`config.mk`:
```
export PLATFORM = sky130hd
export DESIGN_NAME = mdio_frame_monitor
export DESIGN_NICKNAME = d
export VERILOG_FILES = /design/src/rtl/mdio_mon_pkg.sv /design/src/rtl/mdio_edge_sync.sv /design/src/rtl/mdio_frame_fsm.sv /design/src/rtl/mdio_c45_tracker.sv /design/src/rtl/mdio_frame_monitor.sv
export SDC_FILE = /design/constraint.sdc
export NUM_CORES = 1
export LEC_CHECK = 0
export BUFFER_PORTS_ARGS = -buffer_cell sky130_fd_sc_hd__buf_2
export CORE_MARGIN = 4
export CORE_UTILIZATION = 30
export DETAILED_ROUTE_END_ITERATION = 10
export GPL_TIMING_DRIVEN = 0
export HOLD_SLACK_MARGIN = 0.02
export PLACE_DENSITY_LB_ADDON = 0.1
export SYNTH_ARGS = -nofsm -noshare
export SYNTH_HDL_FRONTEND = slang
export SYNTH_SLANG_ARGS = --single-unit
```
`constraint.sdc`:
```
create_clock -name clk -period 3.1 [get_ports clk]
set_clock_uncertainty 0.1 [all_clocks]
set_input_delay 0.31 -clock clk [delete_from_list [all_inputs] [get_ports clk]]
set_output_delay 0.31 -clock clk [all_outputs]
set_load 0.02 [all_outputs]
```
`src/rtl/mdio_mon_pkg.sv`:
```
package mdio_mon_pkg;

    localparam int OP_W   = 2;
    localparam int PORT_W = 5;
    localparam int DEV_W  = 5;
    localparam int DATA_W = 16;

    // opcode encodings
    localparam logic [1:0] LEG_WR  = 2'b01;
    localparam logic [1:0] LEG_RD  = 2'b10;
    localparam logic [1:0] EXT_ADR = 2'b00;
    localparam logic [1:0] EXT_WR  = 2'b01;
    localparam logic [1:0] EXT_RDI = 2'b10;

    typedef enum logic [2:0] {
        S_PRE, S_ST, S_OP, S_PA, S_DA, S_TA, S_DAT
    } mon_state_e;

    typedef struct packed {
        logic              c45;
        logic [OP_W-1:0]   op;
        logic [PORT_W-1:0] port;
        logic [DEV_W-1:0]  dev;
        logic [DATA_W-1:0] data;
        logic              op_bad;
        logic              ta_bad;
    } frame_t;

    function automatic logic op_legal(input logic c45, input logic [OP_W-1:0] op);
        return c45 ? 1'b1 : (op == LEG_WR || op == LEG_RD);
    endfunction

    function automatic logic write_type(input logic c45, input logic [OP_W-1:0] op);
        return c45 ? (op == EXT_ADR || op == EXT_WR) : (op == LEG_WR);
    endfunction

endpackage

```
`src/rtl/mdio_edge_sync.sv`:
```
module mdio_edge_sync #(
    parameter int STAGES = 2
) (
    input  logic clk,
    input  logic rst,
    input  logic mdc_i,
    input  logic mdio_i,
    output logic bit_stb_o,
    output logic bit_val_o
);
    logic [STAGES-1:0] mdc_q;
    logic [STAGES-1:0] mdio_q;
    logic              mdc_last;

    always_ff @(posedge clk) begin
        if (rst) begin
            mdc_q    <= '0;
            mdio_q   <= '0;
            mdc_last <= 1'b0;
        end else begin
            mdc_q    <= {mdc_q[STAGES-2:0], mdc_i};
            mdio_q   <= {mdio_q[STAGES-2:0], mdio_i};
            mdc_last <= mdc_q[STAGES-1];
        end
    end

    assign bit_stb_o = mdc_q[STAGES-1] & ~mdc_last;
    assign bit_val_o = mdio_q[STAGES-1];


    stb_single_chk: assert property (@(posedge clk) disable iff (rst)
        bit_stb_o |=> !bit_stb_o);

endmodule

```
`src/rtl/mdio_frame_fsm.sv`:
```
module mdio_frame_fsm
    import mdio_mon_pkg::*;
#(
    parameter int PRE_LEN = 32
) (
    input  logic   clk,
    input  logic   rst,
    input  logic   stb_i,
    input  logic   bit_i,
    output frame_t frm_o,
    output logic   valid_o,
    output logic   err_o
);
    localparam int CNT_W = $clog2(PRE_LEN + 1);
    localparam int FLD_W = $clog2(DATA_W);
    localparam logic [CNT_W-1:0] ONES_FULL = CNT_W'(PRE_LEN);

    mon_state_e       state;
    logic [CNT_W-1:0] ones;
    logic [FLD_W-1:0] cnt;
    frame_t           cur;
    frame_t           done;

    always_comb begin
        done      = cur;
        done.data = {cur.data[DATA_W-2:0], bit_i};
    end

    always_ff @(posedge clk) begin
        if (rst) begin
            state   <= S_PRE;
            ones    <= '0;
            cnt     <= '0;
            cur     <= '0;
            frm_o   <= '0;
            valid_o <= 1'b0;
            err_o   <= 1'b0;
        end else begin
            valid_o <= 1'b0;
            err_o   <= 1'b0;
            if (stb_i) begin
                unique case (state)
                    S_PRE: begin
                        if (bit_i) begin
                            if (ones != ONES_FULL) ones <= ones + 1'b1;
                        end else begin
                            if (ones == ONES_FULL) begin
                                state <= S_ST;
                                cur   <= '0;
                            end else if (ones != '0) begin
                                err_o <= 1'b1;
                            end
                            ones <= '0;
                        end
                    end
                    S_ST: begin
                        cur.c45 <= ~bit_i;
                        cnt     <= '0;
                        state   <= S_OP;
                    end
                    S_OP: begin
                        cur.op <= {cur.op[0], bit_i};
                        if (cnt == FLD_W'(OP_W - 1)) begin
                            cur.op_bad <= ~op_legal(cur.c45, {cur.op[0], bit_i});
                            cnt        <= '0;
                            state      <= S_PA;
                        end else begin
                            cnt <= cnt + 1'b1;
                        end
                    end
                    S_PA: begin
                        cur.port <= {cur.port[PORT_W-2:0], bit_i};
                        if (cnt == FLD_W'(PORT_W - 1)) begin
                            cnt   <= '0;
                            state <= S_DA;
                        end else begin
                            cnt <= cnt + 1'b1;
                        end
                    end
                    S_DA: begin
                        cur.dev <= {cur.dev[DEV_W-2:0], bit_i};
                        if (cnt == FLD_W'(DEV_W - 1)) begin
                            cnt   <= '0;
                            state <= S_TA;
                        end else begin
                            cnt <= cnt + 1'b1;
                        end
                    end
                    S_TA: begin
                        if (cnt == '0) begin
                            cur.ta_bad <= write_type(cur.c45, cur.op) & ~bit_i;
                            cnt        <= cnt + 1'b1;
                        end else begin
                            cnt   <= '0;
                            state <= S_DAT;
                        end
                    end
                    S_DAT: begin
                        cur.data <= done.data;
                        if (cnt == FLD_W'(DATA_W - 1)) begin
                            frm_o   <= done;
                            valid_o <= 1'b1;
                            ones    <= '0;
                            cnt     <= '0;
                            state   <= S_PRE;
                        end else begin
                            cnt <= cnt + 1'b1;
                        end
                    end
                    default: state <= S_PRE;
                endcase
            end
        end
    end


    edge_only_chk: assert property (@(posedge clk) disable iff (rst)
        !stb_i |=> $stable(state));


    valid_pulse_chk: assert property (@(posedge clk) disable iff (rst)
        valid_o |=> !valid_o);


    err_excl_chk: assert property (@(posedge clk) disable iff (rst)
        err_o |-> !valid_o);


    ext_op_ok_chk: assert property (@(posedge clk) disable iff (rst)
        (valid_o && frm_o.c45) |-> !frm_o.op_bad);

endmodule

```
`src/rtl/mdio_c45_tracker.sv`:
```
module mdio_c45_tracker
    import mdio_mon_pkg::*;
(
    input  logic              clk,
    input  logic              rst,
    input  logic              valid_i,
    input  logic              c45_i,
    input  logic [OP_W-1:0]   op_i,
    input  logic [DATA_W-1:0] data_i,
    output logic [DATA_W-1:0] addr_o,
    output logic              known_o
);
    always_ff @(posedge clk) begin
        if (rst) begin
            addr_o  <= '0;
            known_o <= 1'b0;
        end else if (valid_i && c45_i) begin
            if (op_i == EXT_ADR) begin
                addr_o  <= data_i;
                known_o <= 1'b1;
            end else if (op_i == EXT_RDI && known_o) begin
                addr_o <= addr_o + 1'b1;
            end
        end
    end


    known_sticky_chk: assert property (@(posedge clk) disable iff (rst)
        !$fell(known_o));


    addr_load_chk: assert property (@(posedge clk) disable iff (rst)
        (valid_i && c45_i && op_i == EXT_ADR) |=> addr_o == $past(data_i));


    legacy_hold_chk: assert property (@(posedge clk) disable iff (rst)
        (valid_i && !c45_i) |=> $stable(addr_o));


    rdi_inc_chk: assert property (@(posedge clk) disable iff (rst)
        (valid_i && c45_i && op_i == EXT_RDI && known_o) |=> addr_o == $past(addr_o) + 16'd1);

endmodule

```
`src/rtl/mdio_frame_monitor.sv`:
```
module mdio_frame_monitor
    import mdio_mon_pkg::*;
#(
    parameter int PRE_LEN     = 32,
    parameter int SYNC_STAGES = 2
) (
    input  logic              clk,
    input  logic              rst,
    input  logic              mdc_i,
    input  logic              mdio_i,
    output logic              frm_valid_o,
    output logic              frm_err_o,
    output logic              frm_c45_o,
    output logic [OP_W-1:0]   frm_op_o,
    output logic [PORT_W-1:0] frm_port_o,
    output logic [DEV_W-1:0]  frm_dev_o,
    output logic [DATA_W-1:0] frm_data_o,
    output logic              frm_op_bad_o,
    output logic              frm_ta_bad_o,
    output logic [DATA_W-1:0] c45_addr_o,
    output logic              c45_addr_known_o
);
    logic   stb;
    logic   bit_val;
    frame_t frm;

    mdio_edge_sync #(.STAGES(SYNC_STAGES)) sync_i (
        .clk(clk), .rst(rst), .mdc_i(mdc_i), .mdio_i(mdio_i),
        .bit_stb_o(stb), .bit_val_o(bit_val)
    );

    mdio_frame_fsm #(.PRE_LEN(PRE_LEN)) fsm_i (
        .clk(clk), .rst(rst), .stb_i(stb), .bit_i(bit_val),
        .frm_o(frm), .valid_o(frm_valid_o), .err_o(frm_err_o)
    );

    mdio_c45_tracker trk_i (
        .clk(clk), .rst(rst), .valid_i(frm_valid_o),
        .c45_i(frm.c45), .op_i(frm.op), .data_i(frm.data),
        .addr_o(c45_addr_o), .known_o(c45_addr_known_o)
    );

    assign frm_c45_o    = frm.c45;
    assign frm_op_o     = frm.op;
    assign frm_port_o   = frm.port;
    assign frm_dev_o    = frm.dev;
    assign frm_data_o   = frm.data;
    assign frm_op_bad_o = frm.op_bad;
    assign frm_ta_bad_o = frm.ta_bad;

endmodule

```
# After elaboration in Yosys (flattened, before gate mapping)
# Cells that the tools add are included.
# totals
register_bits,98
inputBits,4
output_inout_bits,50
word_cells,126
# classes
addsub,3
n_eq_ne,24
muxes,34
bitwise_logic,8
reduce_logical,33
# ops
op,n
$mux 31,2
$mux 16,2
$pmux 15 s2,1
$reduce_and 4->1,6
$mux 3,7
$pmux 3 s7,1
$pmux 4 s5,1
$pmux 5 s2,2
$mux 6,3
$add 16x1->16 const B,1
$mux 4,4
$reduce_bool 2->1,7
$ne 2x1->1 const B,6
$pmux 6 s2,1
$reduce_and 5->1,2
$eq 3x3->1 const B,3
$reduce_and 8->1,1
$add 6x1->6 const B,1
$eq 3x2->1 const B,2
$eq 6x6->1 const B,1
$mux 1,6
$ne 6x6->1 const B,1
$not 1->1,6
$pmux 1 s2,3
23 further kinds,32

# Depth between registers and ports, before layout
# logic_depth
ltp_word,6
mapped_depth,8
ltp_nobuf,7

# Cells and area by module
# From an unflattened synthesis, not the netlist that was laid out.
# hier_totals
cells_unflattened,534
hier_area_um2,4488.1
# by_module_without_submodules
mod,n_inst,cells_each,area_each_um2,seq_area_each_um2
mdio_frame_fsm,1,386,3279.4,1521.5
mdio_c45_tracker,1,137,1071.0,340.3
mdio_edge_sync,1,11,137.6,100.1

# Worst setup path after synthesis
# Ideal clock, no wire load.
# synth_path
path_type,reg-to-reg
startpoint,register fsm_i.ones[0]
endpoint,register fsm_i.ones[2]
setup_time_ns,0.070
arrival_ns,1.956
t_required_ns,2.930
slack_ns,0.975
stages_incl_launch_ff,8
n_path_buf,0
period_less_slack_ns,2.125
path_cell_list,dfxtp_1 inv_1 ha_1 nor4b_4 and4_1 or4_4 or3b_1 a21oi_1
# synth_between
elab_chain_cells,4
elab_cells_between_ends,7
classes_between,1 x add/sub; 2 x eq/ne; 3 x mux; 1 x reduce/logical
# synth_lines
element,line,rtl
start: declaration,mdio_frame_fsm.sv:19,logic [CNT_W-1:0] ones;
start signal: assignment,mdio_frame_fsm.sv:45,if (ones != ONES_FULL) ones <= ones + 1'b1;
$add 6x1->6,mdio_frame_fsm.sv:45,
$mux 6,mdio_frame_fsm.sv:45,
$mux 6,mdio_frame_fsm.sv:44,if (bit_i) begin
$pmux 6 s2,mdio_frame_fsm.sv:42,unique case (state)
# Several ways; a longest one is shown, not always the timed one. The select of a mux whose other input is x is not followed.
# A chain may end at the register's enable or synchronous reset.

# Worst setup path after layout
# layout_path
startpoint,register fsm_i.cnt[0]
endpoint,register fsm_i.state[2]
# layout_between
elab_chain_cells,3
elab_cells_between_ends,10
classes_between,8 x eq/ne; 2 x reduce/logical
# layout_lines
element,line,rtl
start: declaration,mdio_frame_fsm.sv:20,logic [FLD_W-1:0] cnt;
start signal: assignment,mdio_frame_fsm.sv:68,cnt <= cnt + 1'b1;
start signal: assignment,mdio_frame_fsm.sv:77,cnt <= cnt + 1'b1;
start signal: assignment,mdio_frame_fsm.sv:86,cnt <= cnt + 1'b1;
$eq 4x3->1 (tied with other cells),"mdio_frame_fsm.sv:73, mdio_frame_fsm.sv:82",
$ne 2x1->1 (no source line) or $ne 2x2->1 (tied branches),--,
$reduce_and 8->1 (no source line) *,--,
end signal: assignment,mdio_frame_fsm.sv:75,state <= S_DA;
end signal: assignment,mdio_frame_fsm.sv:84,state <= S_TA;
end signal: assignment,mdio_frame_fsm.sv:95,state <= S_DAT;
end: declaration,mdio_frame_fsm.sv:18,mon_state_e state;
# Every way passes the cells marked *; elsewhere a longest branch is shown, timed or not.

==> results.py <==
metrics = {
    "placed_design": {
        "finalWeightedCongestion": 0.850,
        "io_buffers": 52,
        "placed_area_mm2": 0.00477,
        "post-place-ws_ns": 0.770,
        "dp_hpwl_um": 9420,
        "dp.cells": 756,
    },
    "timing": {
        "relSlewSlack_pct": 46.6,
        "timing.final.ws_setup_ns": 0.733,
        "fmax_mhz": 422,
        "tns_ns": 0,
        "final_hold_viol_count": 0,
        "min_period_ns": 2.37,
        "fin_crit_sh_pct": 76.4,
        "tightestPinTransition_ns": 0.794,
        "final_max_slew_viol_count": 0,
        "setup_viol": 0,
        "rsz0062_at_grt": "no",
    },
    "cts": {
        "path_clk_slew_ns": 0.07,
        "cts_tree": "built",
        "holdBufCountCts": 0,
        "ctsResizeCount": 0,
        "cts.sinks": 98,
        "clk_path_buf_depth": 2,
        "clk_latency_ns": 0.34,
        "htree_levels": 3,
        "root_buffer": "clkbuf_16",
        "cts_setup_buffers": 0,
        "numCtsBuffers": 9,
    },
    "routing": {
        "routed_wl_um": 12800,
        "dr.pass1.iters": 4,
        "vias": 3993,
        "antenna_left": 0,
        "vias_per_cell": 5.18,
        "drtIter0Drc": 270,
        "drc_errors": 0,
        "wl_per_cell_um": 16.6,
    },
    "setup_path": {
        "slowest_delay_ns": 0.51,
        "crit_required_ns": 3.26,
        "slowest_stage": "or4_1",
        "cp_num_buf_inv": 0,
        "cp_max_fo": 5,
        "worstPathCellList": "ha_1 > nor3b_1 > a2bb2oi_1 > nand3_1 > or4_1 > a21oi_1",
        "crit_type": "reg -> reg",
        "path_delay_family": "simple AND/OR/NAND/NOR gates",
        "arrival_ns": 2.53,
        "critPathLaunchType": "flip-flop",
        "endpoint_kind": "flip-flop",
    },
    "power_and_ir_drop": {
        "vdd_ir_drop_max_mv": 0.279,
        "power.density_mw_per_mm2": 494,
        "power.leakage_nw": 1.88,
    },
    "grt": {
        "grt_max_degree": 17,
        "antenna_found_initial": 0,
        "grt_pass1_wl_um": 20400,
        "use_met1_pct": 23.2,
        "gr-max-usage-layer": "met2",
        "globalRouteTotalUtil_pct": 16.1,
        "grtUsageMet2_pct": 24.4,
        "grt_pass1_vias": 3674,
        "overflow": 0,
        "use_met3_pct": 2.80,
    },
    "synthesis": {
        "synthDistinctLibCells": 58,
        "seq_area_frac_synth_pct": 45.8,
        "synth_largest_area_cell": "dfxtp_1",
        "syn_inst": 524,
        "postSynth.asyncResetShare_pct": 0,
        "synth-seq-cells": 98,
        "avgSynthCellArea_um2": 8.18,
        "synthFlopType": "dfxtp_1",
        "yosysTopAreaCellShare_pct": 45.8,
        "synth_area_leaders": "dfxtp_1 46%, nand2_1 8.5%, a21oi_1 7.1%, nor2_1 3.7%, a22oi_1 3.3%",
        "synth_enable_flop_cells": 0,
        "syn-num-nets": 534,
        "synthesis.area_mm2": 0.00429,
        "yosys_warnings": 0,
    },
    "final_layout": {
        "nFillCells": 1463,
        "layout_common_cells": "98 x dfxtp_1, 97 x nand2_1, 61 x a21oi_1",
        "stdcell_area_mm2": 0.00509,
        "syn2layout_area_growth_pct": 18.7,
        "multi_input_area_mm2": 0.00210,
        "instances_no_fill": 771,
        "nets": 597,
        "seq_area_mm2": 0.00196,
        "final_common_cell": "dfxtp_1",
        "n_antenna_cell": 0,
        "drive_above_1_share_pct": 14.6,
    },
    "status": {
        "status": "finished, final reports clean",
    },
    "floorplan": {
        "die_w_um": 128,
        "rows": 43,
        "dieArea_mm2": 0.0163,
        "die_h_um": 128,
        "core_mm2": 0.0139,
        "start_util_pct": 30.8,
        "num_io_pins": 54,
    },
    "min_path": {
        "hp-class": "in -> reg",
    },
    "flow_run": {
        "cap_violations": 0,
    },
}
[per-layer routing]
layer  routed length [um]  vias to the layer above
li1                     -                     1991
met3                  467                       12
met1                 6450                     1913
met5                    0                        -
met4                  174                        0
met2                 5710                       77
[state kept, by name, summed over array words and instances, names as in the netlist]
register and count:
fsm_i.cnt 4, sync_i.mdc_last 1, fsm_i.cur 30, sync_i.mdc_q 2
fsm_i.err_o 1, sync_i.mdio_q 2, fsm_i.frm_o 31, fsm_i.ones 6
fsm_i.valid_o 1, fsm_i.state 3, trk_i.known_o 1, trk_i.addr_o 16
[final timing paths]
check	from	to	slack, ns	cells past startpoint
worst max-delay path	fsm_i.cnt[0]	fsm_i.state[2]	0.73	6
worst max register to register	fsm_i.cnt[0]	fsm_i.state[2]	0.73	6
worst min register to register	sync_i.mdc_q[0]	sync_i.mdc_q[1]	0.34	1
worst min-delay path	mdio_i	sync_i.mdio_q[0]	0.08	2
[where the power goes]
part	switching [mW]	leakage (nW)	total, mW	internal, mW
Sequential	0.00151	0.790	1.26	1.26
Combinational	0.0400	0.938	0.0538	0.0138
Clock	0.494	0.152	1.20	0.706
Total	0.536	1.88	2.52	1.98
[per-stage QoR]
stage	total power [mW]	hold WS, ns	utilization [%]
after CTS	2.55	0.0656	36.5
after floorplan	1.32	0.314	-
final	2.52	0.0805	36.5
after global placement	1.35	0.327	34.3
after detailed placement	1.35	0.330	34.3
after global routing	2.60	0.0829	36.5
[synth_stat cells (2+ instances only)]
master	instances
a211oi_1	12
a21o_1	2
a21oi_1	61
a22o_1	5
a22oi_1	19
a311oi_1	2
a41oi_1	2
and2_1	3
and3_1	5
and3b_1	2
and4_1	3
buf_2	4
buf_4	3
clkbuf_1	28
clkbuf_8	3
dfxtp_1	98
ha_1	6
inv_1	10
mux2i_1	5
nand2_1	97
nand2b_1	2
nand3_1	18
nand3b_1	3
nand4_1	5
nor2_1	42
nor2b_1	9
nor3_1	10
nor3b_1	2
nor4_1	4
o211ai_1	2
o21ai_0	17
o22ai_1	6
o32ai_1	2
or3_1	7
or3b_1	2
[layout make-up]
cell class                 count  share of cell area [%]
multi-input combinational    378                    41.3
sequential                    98                    38.6
timing repair buffer          52                    5.11
clock buffer                   9                    4.43
tap                          180                    4.43
buffer                        38                    3.71
clock inverter                 6                    1.77
inverter                      10                   0.738
[cells by family after synthesis]
| kind of cell | share of synthesized area [%] |
|---|---|
| buf+inv | 5.28 |
| mux | 1.17 |
| simple gates | 25.2 |
| xor+xnor | 0.204 |
| flops | 45.8 |
| fa+ha+maj | 1.75 |
| compound gates | 20.7 |
(Power assumes the default switching activity.)
